==> config.mk <==
export PLATFORM = sky130hd
export DESIGN_NAME = aging_alert_ctrl
export DESIGN_NICKNAME = d
export VERILOG_FILES = /design/src/rtl/aac_pkg.sv /design/src/rtl/aac_tick_gen.sv /design/src/rtl/aac_interval_timer.sv /design/src/rtl/aac_drive_rotator.sv /design/src/rtl/aging_alert_ctrl.sv
export SDC_FILE = /design/constraint.sdc
export NUM_CORES = 1
export LEC_CHECK = 0
export CAP_MARGIN = 20
export CORE_MARGIN = 2
export CORE_UTILIZATION = 26
export CTS_CLUSTER_SIZE = 24
export DETAILED_ROUTE_END_ITERATION = 8
export DONT_BUFFER_PORTS = 1
export PLACE_DENSITY = 0.47
export SLEW_MARGIN = 25
export SYNTH_ARGS = -nofsm -noshare
export SYNTH_HDL_FRONTEND = slang
export SYNTH_SLANG_ARGS = --single-unit
==> constraint.sdc <==
create_clock -name clk -period 3.9 [get_ports clk]
set_input_delay 0 -clock clk [delete_from_list [all_inputs] [get_ports clk]]
set_output_delay 0 -clock clk [all_outputs]
set_load 0.03 [all_outputs]
==> src/rtl/aac_pkg.sv <==
// Package: shared types for the aging alert controller.
// Assumes: nothing beyond standard SystemVerilog.
package aac_pkg;

    // Drive mode applied to the selected stress transistor
    typedef enum logic {
        DRV_RELAX  = 1'b0,
        DRV_STRESS = 1'b1
    } drive_mode_e;

endpackage

==> src/rtl/aac_tick_gen.sv <==
// Module: aac_tick_gen
// Emits a one-cycle tick every PRESCALE cycles while run is high.
// Assumes: the phase restarts whenever run drops, so every interval
// begins with a full prescale period.
module aac_tick_gen #(
    parameter int PRESCALE = 4
) (
    input  logic clk,
    input  logic rst_n,
    input  logic run,
    output logic tick
);
    localparam int PC_W = (PRESCALE > 1) ? $clog2(PRESCALE) : 1;
    localparam logic [PC_W-1:0] PC_LAST = PC_W'(PRESCALE - 1);

    logic [PC_W-1:0] pc_q;

    // Prescale phase counter, held at zero while idle
    always_ff @(posedge clk) begin
        if (!rst_n) begin
            pc_q <= '0;
        end else if (!run || pc_q == PC_LAST) begin
            pc_q <= '0;
        end else begin
            pc_q <= pc_q + 1'b1;
        end
    end

    assign tick = run && (pc_q == PC_LAST);

endmodule

==> src/rtl/aac_interval_timer.sv <==
// Module: aac_interval_timer
// Counts prescaled ticks over a sensing interval, saturating at the top
// value, and raises a sticky alert when an interval ends early.
// Assumes: meas marks the cycle in which an interval ends, and clear
// is asserted whenever the interval must restart from zero.
module aac_interval_timer #(
    parameter int CNT_W = 8
) (
    input  logic             clk,
    input  logic             rst_n,
    input  logic             tick,
    input  logic             clear,
    input  logic             meas,
    input  logic [CNT_W-1:0] thresh,
    input  logic             alert_clr,
    output logic [CNT_W-1:0] cnt,
    output logic             alert
);
    localparam logic [CNT_W-1:0] CNT_MAX = {CNT_W{1'b1}};

    logic [CNT_W-1:0] cnt_q;
    logic             alert_q;
    logic             early;

    assign early = meas && (cnt_q < thresh);

    // Saturating interval counter
    always_ff @(posedge clk) begin
        if (!rst_n) begin
            cnt_q <= '0;
        end else if (clear) begin
            cnt_q <= '0;
        end else if (tick && cnt_q != CNT_MAX) begin
            cnt_q <= cnt_q + 1'b1;
        end
    end

    // Sticky alert; a new early event beats a clear
    always_ff @(posedge clk) begin
        if (!rst_n) begin
            alert_q <= 1'b0;
        end else if (early) begin
            alert_q <= 1'b1;
        end else if (alert_clr) begin
            alert_q <= 1'b0;
        end
    end

    assign cnt   = cnt_q;
    assign alert = alert_q;

    a_r4_no_wrap: assert property (@(posedge clk) disable iff (!rst_n)
        (cnt_q == CNT_MAX && !clear) |=> (cnt_q == CNT_MAX));

    a_r6_alert_sticky: assert property (@(posedge clk) disable iff (!rst_n)
        (alert_q && !alert_clr) |=> alert_q);

    a_r5_clear_after_meas: assert property (@(posedge clk) disable iff (!rst_n)
        meas |=> (cnt_q == '0));

endmodule

==> src/rtl/aac_drive_rotator.sv <==
// Module: aac_drive_rotator
// Steps the drive-level code on every sensor change and rotates to the
// next spare stress transistor once the code is at its top level; flags
// end of life after the last one.
// Assumes: MAX_LVL fits in LVL_W bits and NUM_XTOR >= 1.
module aac_drive_rotator #(
    parameter int NUM_XTOR = 3,
    parameter int LVL_W    = 3,
    parameter int MAX_LVL  = 5
) (
    input  logic                clk,
    input  logic                rst_n,
    input  logic                step,
    output logic [NUM_XTOR-1:0] sel,
    output logic [LVL_W-1:0]    code,
    output logic                eol
);
    localparam int IDX_W = (NUM_XTOR > 1) ? $clog2(NUM_XTOR) : 1;
    localparam logic [IDX_W-1:0] IDX_LAST = IDX_W'(NUM_XTOR - 1);
    localparam logic [LVL_W-1:0] LVL_TOP  = LVL_W'(MAX_LVL);

    logic [IDX_W-1:0] idx_q;
    logic [LVL_W-1:0] code_q;
    logic             eol_q;

    // Level stepping, transistor rotation and end-of-life latch
    always_ff @(posedge clk) begin
        if (!rst_n) begin
            idx_q  <= '0;
            code_q <= '0;
            eol_q  <= 1'b0;
        end else if (step && !eol_q) begin
            if (code_q != LVL_TOP) begin
                code_q <= code_q + 1'b1;
            end else if (idx_q != IDX_LAST) begin
                idx_q  <= idx_q + 1'b1;
                code_q <= '0;
            end else begin
                eol_q  <= 1'b1;
            end
        end
    end

    // One-hot decode of the active transistor index
    for (genvar g = 0; g < NUM_XTOR; g++) begin : g_sel
        assign sel[g] = (idx_q == IDX_W'(g));
    end

    assign code = code_q;
    assign eol  = eol_q;

    a_r2_sel_onehot: assert property (@(posedge clk) disable iff (!rst_n)
        $onehot(sel));

    a_r8_code_range: assert property (@(posedge clk) disable iff (!rst_n)
        code_q <= LVL_TOP);

    a_r9_eol_sticky: assert property (@(posedge clk) disable iff (!rst_n)
        eol_q |=> eol_q);

    a_r9_frozen: assert property (@(posedge clk) disable iff (!rst_n)
        eol_q |=> ($stable(code_q) && $stable(idx_q)));

    a_r7_step_up: assert property (@(posedge clk) disable iff (!rst_n)
        (step && !eol_q && code_q != LVL_TOP) |=> (code_q == $past(code_q) + 1'b1));

endmodule

==> src/rtl/aging_alert_ctrl.sv <==
// Module: aging_alert_ctrl (top)
// Digital controller for an aging-based snooping detector: drives the
// stress/recovery mode, detects sensor edges, times intervals, raises
// early-switch alerts and manages drive level and spare rotation.
// Assumes: sense_in is already synchronous to clk; thresh is static
// around a measurement.
module aging_alert_ctrl #(
    parameter int NUM_XTOR = 3,
    parameter int LVL_W    = 3,
    parameter int MAX_LVL  = 5,
    parameter int CNT_W    = 8,
    parameter int PRESCALE = 4
) (
    input  logic                clk,
    input  logic                rst_n,
    input  logic                msg_in,
    input  logic                msg_out,
    input  logic                sense_in,
    input  logic [CNT_W-1:0]    thresh,
    input  logic                alert_clr,
    output logic                stress_on,
    output logic [NUM_XTOR-1:0] xtor_sel,
    output logic [LVL_W-1:0]    drive_code,
    output logic [CNT_W-1:0]    meas_cnt,
    output logic                alert,
    output logic                eol
);
    import aac_pkg::*;

    drive_mode_e mode_q;
    logic        sense_q;
    logic        rise;
    logic        fall;
    logic        run;
    logic        tick;
    logic        eol_w;

    // Stress/recovery mode; incoming traffic has priority
    always_ff @(posedge clk) begin
        if (!rst_n) begin
            mode_q <= DRV_RELAX;
        end else if (msg_in) begin
            mode_q <= DRV_STRESS;
        end else if (msg_out) begin
            mode_q <= DRV_RELAX;
        end
    end

    // Previous sensor level for edge detection
    always_ff @(posedge clk) begin
        if (!rst_n) begin
            sense_q <= 1'b0;
        end else begin
            sense_q <= sense_in;
        end
    end

    assign rise = sense_in && !sense_q;
    assign fall = !sense_in && sense_q;
    assign run  = !sense_q && !rise && !eol_w;

    aac_tick_gen #(
        .PRESCALE (PRESCALE)
    ) u_tick (
        .clk   (clk),
        .rst_n (rst_n),
        .run   (run),
        .tick  (tick)
    );

    aac_interval_timer #(
        .CNT_W (CNT_W)
    ) u_timer (
        .clk       (clk),
        .rst_n     (rst_n),
        .tick      (tick),
        .clear     (rise || eol_w),
        .meas      (rise && !eol_w),
        .thresh    (thresh),
        .alert_clr (alert_clr),
        .cnt       (meas_cnt),
        .alert     (alert)
    );

    aac_drive_rotator #(
        .NUM_XTOR (NUM_XTOR),
        .LVL_W    (LVL_W),
        .MAX_LVL  (MAX_LVL)
    ) u_rot (
        .clk   (clk),
        .rst_n (rst_n),
        .step  (rise || fall),
        .sel   (xtor_sel),
        .code  (drive_code),
        .eol   (eol_w)
    );

    assign stress_on = (mode_q == DRV_STRESS);
    assign eol       = eol_w;

    a_r1_stress_priority: assert property (@(posedge clk) disable iff (!rst_n)
        msg_in |=> stress_on);

    a_r1_relax: assert property (@(posedge clk) disable iff (!rst_n)
        (msg_out && !msg_in) |=> !stress_on);

    a_r9_count_idle: assert property (@(posedge clk) disable iff (!rst_n)
        eol_w |=> (meas_cnt == '0));

    a_r9_no_new_alert: assert property (@(posedge clk) disable iff (!rst_n)
        (eol_w && !alert) |=> !alert);

endmodule

== After elaboration in Yosys (flattened, before gate mapping) ==
Index checks and enable logic that the tools add are counted.

* Register bits: 19
* Input port bits: 14
* Output and inout bits: 17
* Word-level logic and storage cells: 54

* Add/sub/neg operators: 4
* $lt $le $gt $ge: 1
* Equality and inequality tests: 6
* Muxes and demuxes: 6
* Bitwise gates (word level): 3
* Reduce and logical (&&, ||, !) cells: 26

{| class="wikitable"
|+ Operators with widths
! cell !! number
|-
| logical AND 1 bit || 9
|-
| adder 8 x 1 -> 8 bit (second input constant) || 1
|-
| less-than comparator 8 bit || 1
|-
| != test 8 bit (second input constant) || 1
|-
| 2-to-1 mux 3 bit || 2
|-
| AND reduction 3 bit || 2
|-
| nonzero test 2 bit || 3
|-
| zero test 1 bit || 5
|-
| adder 2 x 1 -> 2 bit (second input constant) || 2
|-
| equality test 2 bit (second input constant) || 2
|-
| 2-to-1 mux 1 bit || 4
|-
| OR reduction 2 bit || 2
|-
| adder 3 x 1 -> 3 bit (second input constant) || 1
|-
| logical OR 1 bit || 3
|-
| != test 3 bit (second input constant) || 1
|-
| NOT 1 bit || 3
|-
| equality test 2 x 1 -> 1 bit (second input constant) || 1
|-
| zero test 2 bit || 1
|-
| != test 2 bit (second input constant) || 1
|-
| AND reduction 2 bit || 1
|}

== Depth between registers and ports, before layout ==
Gate-level depths: netlist (run 1).

* Word-level depth: 8
* Depth in mapped cells: 7
* Depth with buffers taken out: 6

== Hierarchy ==
A second synthesis (run 1) with hierarchy kept.

* Cells, all modules: 123
* Area, all modules: 1,147.4 um2

{| class="wikitable"
|+ By module, submodules not included
! module !! instances !! cells each !! area each (um2) !! seq. area each (um2)
|-
| aac_interval_timer || 1 || 72 || 616.8 || 180.2
|-
| aac_drive_rotator || 1 || 33 || 327.8 || 120.1
|-
| aging_alert_ctrl || 1 || 12 || 118.9 || 40.0
|-
| aac_tick_gen || 1 || 6 || 83.8 || 40.0
|}

== Least setup slack after synthesis (run 1) ==
No wires, ideal clock.

* Path type: register -> register
* From: reg u_timer.cnt_q[0], in the netlist u_timer.cnt[0]
* To: reg u_timer.cnt_q[7], in the netlist u_timer.cnt[7]
* Data arrival time: 1.663 ns
* Data required time: 3.830 ns
* Setup slack: 2.167 ns
* Stages on the path, launching flop included: 6
* Path buffers: 1
* Clock period less this slack: 1.733 ns
* Path through: dfxtp_1 > ha_1 > a41o_1 > buf_6 > or4_1 > a21oi_1

* Longest elaborated chain between the ends: 2
* Elaborated cells on any way between the ends: 3
* Those cells by class: 1 x add/sub; 1 x eq/ne; 1 x reduce/logical

{| class="wikitable"
|+ RTL lines
! element !! line !! source
|-
| start, declared || aac_interval_timer.sv:21 || <nowiki>logic [CNT_W-1:0] cnt_q;</nowiki>
|-
| start signal, assigned || aac_interval_timer.sv:34 || <nowiki>cnt_q <= cnt_q + 1'b1;</nowiki>
|-
| parallel branches: the longest is 2 deep, another holds adder 8 x 1 -> 8 bit || -- ||
|}

Several ways; the timed one is not identified.
A chain may end at the register's enable or synchronous reset.

== Worst setup path in the final report (run 1) ==
Ends and elaborated chain as after synthesis.

==> results.sh, run 1 <==
export IMPL_p_leak_nw=0.509
export IMPL_timing_hold_ws_ns=0.0492
export IMPL_dp_hpwl_um=1810
export IMPL_cap_violations=0
export IMPL_gp_congestion=0.757
export IMPL_finalHoldViolations=0
export IMPL_num_nets_final=155
export IMPL_required_ns=4.08
export IMPL_fin_util=0.305
export IMPL_p_sw_mw=0.0907
export IMPL_first_iter_violations=17
export IMPL_crit_arrival_ns=2.03
export IMPL_slew_viol_final=0
export IMPL_status="completed"
export IMPL_fin_ws_ns=2.06
export IMPL_clock_latency_ns=0.25
export IMPL_wl_um=2380
export IMPL_core_um2=4060
export IMPL_synth_seq_area_share=0.344
export IMPL_layout_drive_gt1_share=0.0476
export IMPL_antenna_found_initial=0
export IMPL_ys_ff_latch=19
export IMPL_via_per_inst=5.01
export IMPL_grt_util_all_layers=0.101
export IMPL_cp_top_family="compound AO/OA/AOI/OAI gates"
export IMPL_worstSetupStartpointType="flip-flop"
export IMPL_first_pass_iters=4
export IMPL_total_power_mw=0.377
export IMPL_tightestPinTransition_ns=0.584
export IMPL_hold_class="input port to flip-flop"
export IMPL_cts_made_buffers=3
export IMPL_syn_avg_cell_area_um2=9.15
export IMPL_yosys_warnings=0
export IMPL_post_route_period_util=0.472
export IMPL_synth_edff_count=0
export IMPL_relSlewSlack=0.610
export IMPL_synth_flop_cell="dfxtp_1"
export IMPL_wire_per_inst_um=13.5
export IMPL_reg2reg_from="u_timer.cnt[0]"
export IMPL_path_class="flip-flop to flip-flop"
export IMPL_antenna_cells=0
export IMPL_die_w_um=69.3
export IMPL_postRouteAntennaNets=0
export IMPL_multi_input_area_um2=659
export IMPL_ios=31
export IMPL_rsz0062_at_grt="false"
export IMPL_netlist_area_um2=1110
export IMPL_fin_cells=176
export IMPL_crit_start="u_timer.cnt[0]"
export IMPL_critPathSlowestCell="or4_1"
export IMPL_cts_max_level=1
export IMPL_setup_violations=0
export IMPL_combPwrFrac=0.078
export IMPL_swShare=0.240
export IMPL_cts_tree="yes"
export IMPL_cp_cell_sequence="ha_1 -> a41o_1 -> or4_1 -> a21oi_1"
export IMPL_gr_total_overflow=0
export IMPL_port_buffers=0
export IMPL_die_area_um2=4800
export IMPL_internal_power_mw=0.287
export IMPL_max_stage_delay_ns=0.49
export IMPL_die_h_um=69.3
export IMPL_dp_slack_ns=2.07
export IMPL_clock_skew_ns=0.00132
export IMPL_max_freq_mhz=543
export IMPL_synth_cell_types=36
export IMPL_start_util=0.273
export IMPL_rows=23
export IMPL_seqPwrFrac=0.559
export IMPL_critPathMaxFanout=10
export IMPL_vdd_drop_max_mv=0.138
export IMPL_route_vias_total=882
export IMPL_cellPowerDensity_nw_per_um2=305
export IMPL_async_reset_ff_frac=0
export IMPL_area_delta_synth_final_pct=11.6
export IMPL_hp_start="rst_n"
export IMPL_layout_min_cycle_time_ns=1.84
export IMPL_cts_setup_buffers=0
export IMPL_clock_sinks=19
export IMPL_seqCellArea_um2=380
export IMPL_place_inst=168
export IMPL_root_buffer="clkbuf_8"
export IMPL_grt_pass1_wl_um=3920
export IMPL_endpoint_kind="flip-flop"
export IMPL_fin_area_um2=1240
export IMPL_synth_fp_nets=149
export IMPL_place_area_um2=1150
export IMPL_nFillCells=447
export IMPL_clk_pin_slew_ns=0.07
export IMPL_crit_buf_inv=0
export IMPL_cts_buffer_depth=2
export IMPL_finalSetupTns_ns=0
export IMPL_drcViolationCount=0
export IMPL_power_frac_clock=0.363
export IMPL_grt_pass1_vias=853
export IMPL_syn_inst=121
export IMPL_grt_max_degree=12
==> cells in the final DEF, fill, tap and decap left out, types with 2 or more instances in the layout <==
master,instances
dfxtp_1,19
o31ai_1,3
xnor2_1,2
inv_1,13
or3_1,2
nand3_1,3
nand2_1,5
nor2b_1,7
nand2b_1,3
and2_1,2
nand3b_1,2
ha_1,14
dlygate4sd3_1,4
nor2_1,3
mux2i_1,2
a21oi_1,9
or4_1,4
clkbuf_8,3
o21ai_0,6
nor3_1,3
==> power groups by stage <==
stage          clock network [mW]  registers [mW]  logic [mW]
2_1_floorplan                   0           0.214      0.0218
3_3_place_gp                    0           0.215      0.0245
3_5_place_dp                    0           0.216      0.0250
4_1_cts                     0.142           0.211      0.0303
5_1_grt                     0.153           0.212      0.0346
6_report                    0.137           0.211      0.0294
==> what timing repair did <==
item                       4_1_cts  5_1_grt
hold buffers                     4        0
setup endpoints to repair        0        0
resized for setup                0        0
hold endpoints to repair        11        0
==> cells in the mapped netlist (all sizes together) (2+ instances only) <==
| cell | number | area [um2] |
|---|---|---|
| dfxtp | 19 | 380 |
| ha | 14 | 175 |
| inv | 13 | 48.8 |
| a21oi | 9 | 45.0 |
| nor2b | 7 | 43.8 |
| o21ai | 6 | 30.0 |
| nand2 | 5 | 18.8 |
| or4 | 4 | 30.0 |
| nand2b | 3 | 18.8 |
| nand3 | 3 | 15.0 |
| nand3b | 3 | 35.0 |
| nor2 | 3 | 11.3 |
| nor3 | 3 | 15.0 |
| o31ai | 3 | 22.5 |
| and2 | 2 | 12.5 |
| and4 | 2 | 20.0 |
| clkbuf | 2 | 7.51 |
| mux2i | 2 | 20.0 |
| or3 | 2 | 12.5 |
| xnor2 | 2 | 17.5 |
==> path summary, 6_finish.rpt <==
check | end | cells after the start | slack, ns
min reg2reg | u_tick.pc_q[0] | 1 | 0.44
max | u_timer.cnt[7] | 4 | 2.06
min | u_timer.alert | 4 | 0.05
max reg2reg | u_timer.cnt[7] | 4 | 2.06
==> final cells by class <==
type,instances,share of cell area
multi-input cells,86,0.533
flip-flops and latches,19,0.308
well taps,50,0.0506
inverters,13,0.0395
clock buffers,4,0.0364
repair buffers,4,0.0324
==> worst min-delay path, cell delays in order <==
cell and delay, ns:
nand4bb_1 0.07, a21oi_1 0.04, o21ai_0 0.06, o21ai_0 0.08
==> metal layers <==
| metal | GRT usage | part of all wire | up-vias |
|---|---|---|---|
| li1 | - | - | 441 |
| met1 | 0.111 | 0.42 | 412 |
| met2 | 0.172 | 0.48 | 27 |
| met3 | 0.0523 | 0.091 | 2 |
| met4 | 0.0261 | 0.0067 | 0 |
| met5 | 0 | 0 | - |
==> kinds of logic after synthesis <==
kind of cell | Yosys count | synth area share
compound gates | 26 | 0.150
xor+xnor | 2 | 0.0158
fa+ha+maj | 14 | 0.158
buf+inv | 16 | 0.0610
flops | 19 | 0.343
mux | 2 | 0.0181
simple gates | 42 | 0.253
==> sequential cells by signal, summed over array words and instances (netlist names) <==
name           cells
sense_q            1
u_rot.code         3
u_timer.alert      1
u_timer.cnt        8
u_rot.idx_q        2
u_rot.eol          1
u_tick.pc_q        2
stress_on          1
Note: power is estimated with default switching activity, not from simulation.
==> run 2, diff against run 1 <==
ABC_AREA = 1   (was default)
clock period = 1.8 ns   (was 3.9 ns; I/O delays follow)
==> results.sh, run 2 <==
export IMPL_status="completed"
export IMPL_fin_ws_ns=0.425
export IMPL_synth_compound_area_frac=0.112
export IMPL_fin_util=0.324
export IMPL_area_delta_synth_final_pct=22.2
export IMPL_combPwrFrac=0.124
export IMPL_num_nets_final=211
export IMPL_gr_total_overflow=0
export IMPL_root_buffer="clkbuf_8"
export IMPL_die_area_um2=4930
export IMPL_synth_most_common_cell="nand2_1"
export IMPL_tightestPinTransition_ns=0.441
export IMPL_max_freq_mhz=727
export IMPL_path_class="flip-flop to flip-flop"
export IMPL_max_stage_delay_ns=0.40
export IMPL_fin_cells=234
export IMPL_critPathSlowestCell="ha_1"
export IMPL_place_area_um2=1290
export IMPL_clock_sinks=19
export IMPL_place_inst=224
export IMPL_cts_buffer_depth=2
export IMPL_route_vias_total=1013
export IMPL_cts_max_level=1
export IMPL_dp_hpwl_um=1820
export IMPL_ios=31
export IMPL_hold_class="input port to flip-flop"
export IMPL_synth_fp_nets=189
export IMPL_fin_area_um2=1390
export IMPL_synth_cell_types=20
export IMPL_layout_common_cells="34 x nand2_1, 32 x inv_1, 19 x dfxtp_1, 15 x a21oi_1"
export IMPL_grt_pass1_vias=933
export IMPL_synth_top_family_by_area="simple AND/OR/NAND/NOR gates"
export IMPL_wire_per_inst_um=9.74
export IMPL_seqPwrFrac=0.523
export IMPL_clock_latency_ns=0.25
export IMPL_cp_cell_sequence="inv_1 -> ha_1 -> nand2_1 -> nand2_1 -> inv_1 -> nand2_1 -> a21oi_1"
export IMPL_synthMuxAreaShare=0
export IMPL_port_buffers=0
export IMPL_post_route_period_util=0.764
export IMPL_grt_util_all_layers=0.0977
export IMPL_required_ns=1.94
export IMPL_p_leak_nw=0.675
export IMPL_setup_violations=0
export IMPL_clock_skew_ns=0.000646
export IMPL_synthSimpleGateAreaFrac=0.271
export IMPL_swShare=0.256
export IMPL_critPathMaxFanout=5
export IMPL_start_util=0.265
export IMPL_worstSetupStartpointType="flip-flop"
export IMPL_cellPowerDensity_nw_per_um2=609
export IMPL_clk_pin_slew_ns=0.07
export IMPL_synth_xor_area_frac=0.0154
export IMPL_synth_largest_area_cell="dfxtp_1"
export IMPL_first_iter_violations=39
export IMPL_die_w_um=70.2
export IMPL_cts_setup_buffers=0
export IMPL_synth_seq_area_share=0.334
export IMPL_drcViolationCount=0
export IMPL_relSlewSlack=0.706
export IMPL_endpoint_kind="flip-flop"
export IMPL_crit_arrival_ns=1.51
export IMPL_layout_min_cycle_time_ns=1.38
export IMPL_rsz0062_at_grt="false"
export IMPL_ys_ff_latch=19
export IMPL_synth_edff_count=0
export IMPL_syn_inst=161
export IMPL_rows=24
export IMPL_yosys_warnings=0
export IMPL_gp_congestion=0.693
export IMPL_antenna_found_initial=0
export IMPL_synth_top_cell_area_share=0.334
export IMPL_async_reset_ff_frac=0
export IMPL_slew_viol_final=0
export IMPL_cap_violations=0
export IMPL_finalSetupTns_ns=0
export IMPL_finalHoldViolations=0
export IMPL_cpMostUsedCell="nand2_1"
export IMPL_nFillCells=494
export IMPL_grt_max_degree=11
export IMPL_antenna_cells=0
export IMPL_cts_made_buffers=3
export IMPL_vdd_drop_max_mv=0.547
export IMPL_netlist_area_um2=1140
export IMPL_largest_reg_flops=8
export IMPL_dp_slack_ns=0.430
export IMPL_first_pass_iters=4
export IMPL_syn_avg_cell_area_um2=7.08
export IMPL_core_um2=4290
export IMPL_via_per_inst=4.33
export IMPL_layout_commonest_cell="nand2_1"
export IMPL_grt_pass1_wl_um=3910
export IMPL_power_frac_clock=0.353
export IMPL_synth_common_cells="34 x nand2_1, 32 x inv_1, 19 x dfxtp_1"
export IMPL_wl_um=2280
export IMPL_synth_area_top_cells="dfxtp_1 33%, ha_1 15%, nand2_1 11%, inv_1 11%, a21oi_1 6.6%"
export IMPL_p_sw_mw=0.217
export IMPL_postRouteAntennaNets=0
export IMPL_internal_power_mw=0.631
export IMPL_layout_drive_gt1_share=0.126
export IMPL_synthAdderAreaFrac=0.154
export IMPL_die_h_um=70.2
export IMPL_cts_tree="yes"
export IMPL_synth_flop_cell="dfxtp_1"
## run 2: kinds of logic after synthesis
kind of cell | after synthesis
buf+inv | 34
fa+ha+maj | 14
xor+xnor | 2
compound gates | 25
simple gates | 67
flops | 19
## run 2: area by class of cell
class | count | area, um2 | share of cell area
Multi-Input combinational cell | 108 | 629 | 0.452
Inverter | 34 | 130 | 0.0934
Clock buffer | 4 | 45.0 | 0.0323
Sequential cell | 19 | 380 | 0.273
Timing Repair Buffer | 17 | 143 | 0.102
Tap cell | 52 | 65.1 | 0.0467
## run 2: power by group through the flow
stage                     logic, mW  registers (mW)  clock network, mW
after floorplan              0.0594           0.466                  0
after global placement       0.0954           0.453                  0
after detailed placement     0.0952           0.453                  0
after CTS                     0.107           0.443              0.316
after global routing          0.122           0.445              0.329
final                         0.105           0.443              0.299
## run 2: worst max-delay path, delay by kind of cell (launching register included)
family | cells | cell delay, ns
adder cells (fa/ha/maj) | 1 | 0.40
flip-flops | 1 | 0.32
AND/OR/NAND/NOR | 3 | 0.30
buffers and inverters | 2 | 0.17
AO/OA/AOI/OAI | 1 | 0.05
## run 2: what timing repair did
item / CTS / global route
hold endpoints to repair: 8 / 0
endpoints found under the setup margin: 0 / 0
hold buffers: 6 / 0
gates resized for setup: 0 / 0
## run 2: layer usage
metal	up-vias	track usage	part of all wire
met3	2	0.0375	0.050
met2	21	0.159	0.47
met4	0	0.0192	0.0053
met5	-	0	0
met1	445	0.124	0.48
li1	545	-	-
## run 2: worst paths after layout
path / end / startpoint / depth (start not counted) / slack (ns)
worst max-delay path: u_rot.code[2] / u_rot.idx_q[0] / 7 / 0.42
worst min-delay path: stress_on / rst_n / 2 / 0.02
worst max register to register: u_rot.code[2] / u_rot.idx_q[0] / 7 / 0.42
worst min register to register: u_tick.pc_q[0] / u_tick.pc_q[0] / 1 / 0.43
## run 2: through the flow
| step | hold WS (ns) | total power [mW] |
|---|---|---|
| 6_report | 0.0151 | 0.848 |
| 3_3_place_gp | 0.0968 | 0.548 |
| 3_5_place_dp | 0.0987 | 0.549 |
| 4_1_cts | 0.0275 | 0.866 |
| 5_1_grt | 0.0341 | 0.895 |
| 2_1_floorplan | 0.0935 | 0.525 |
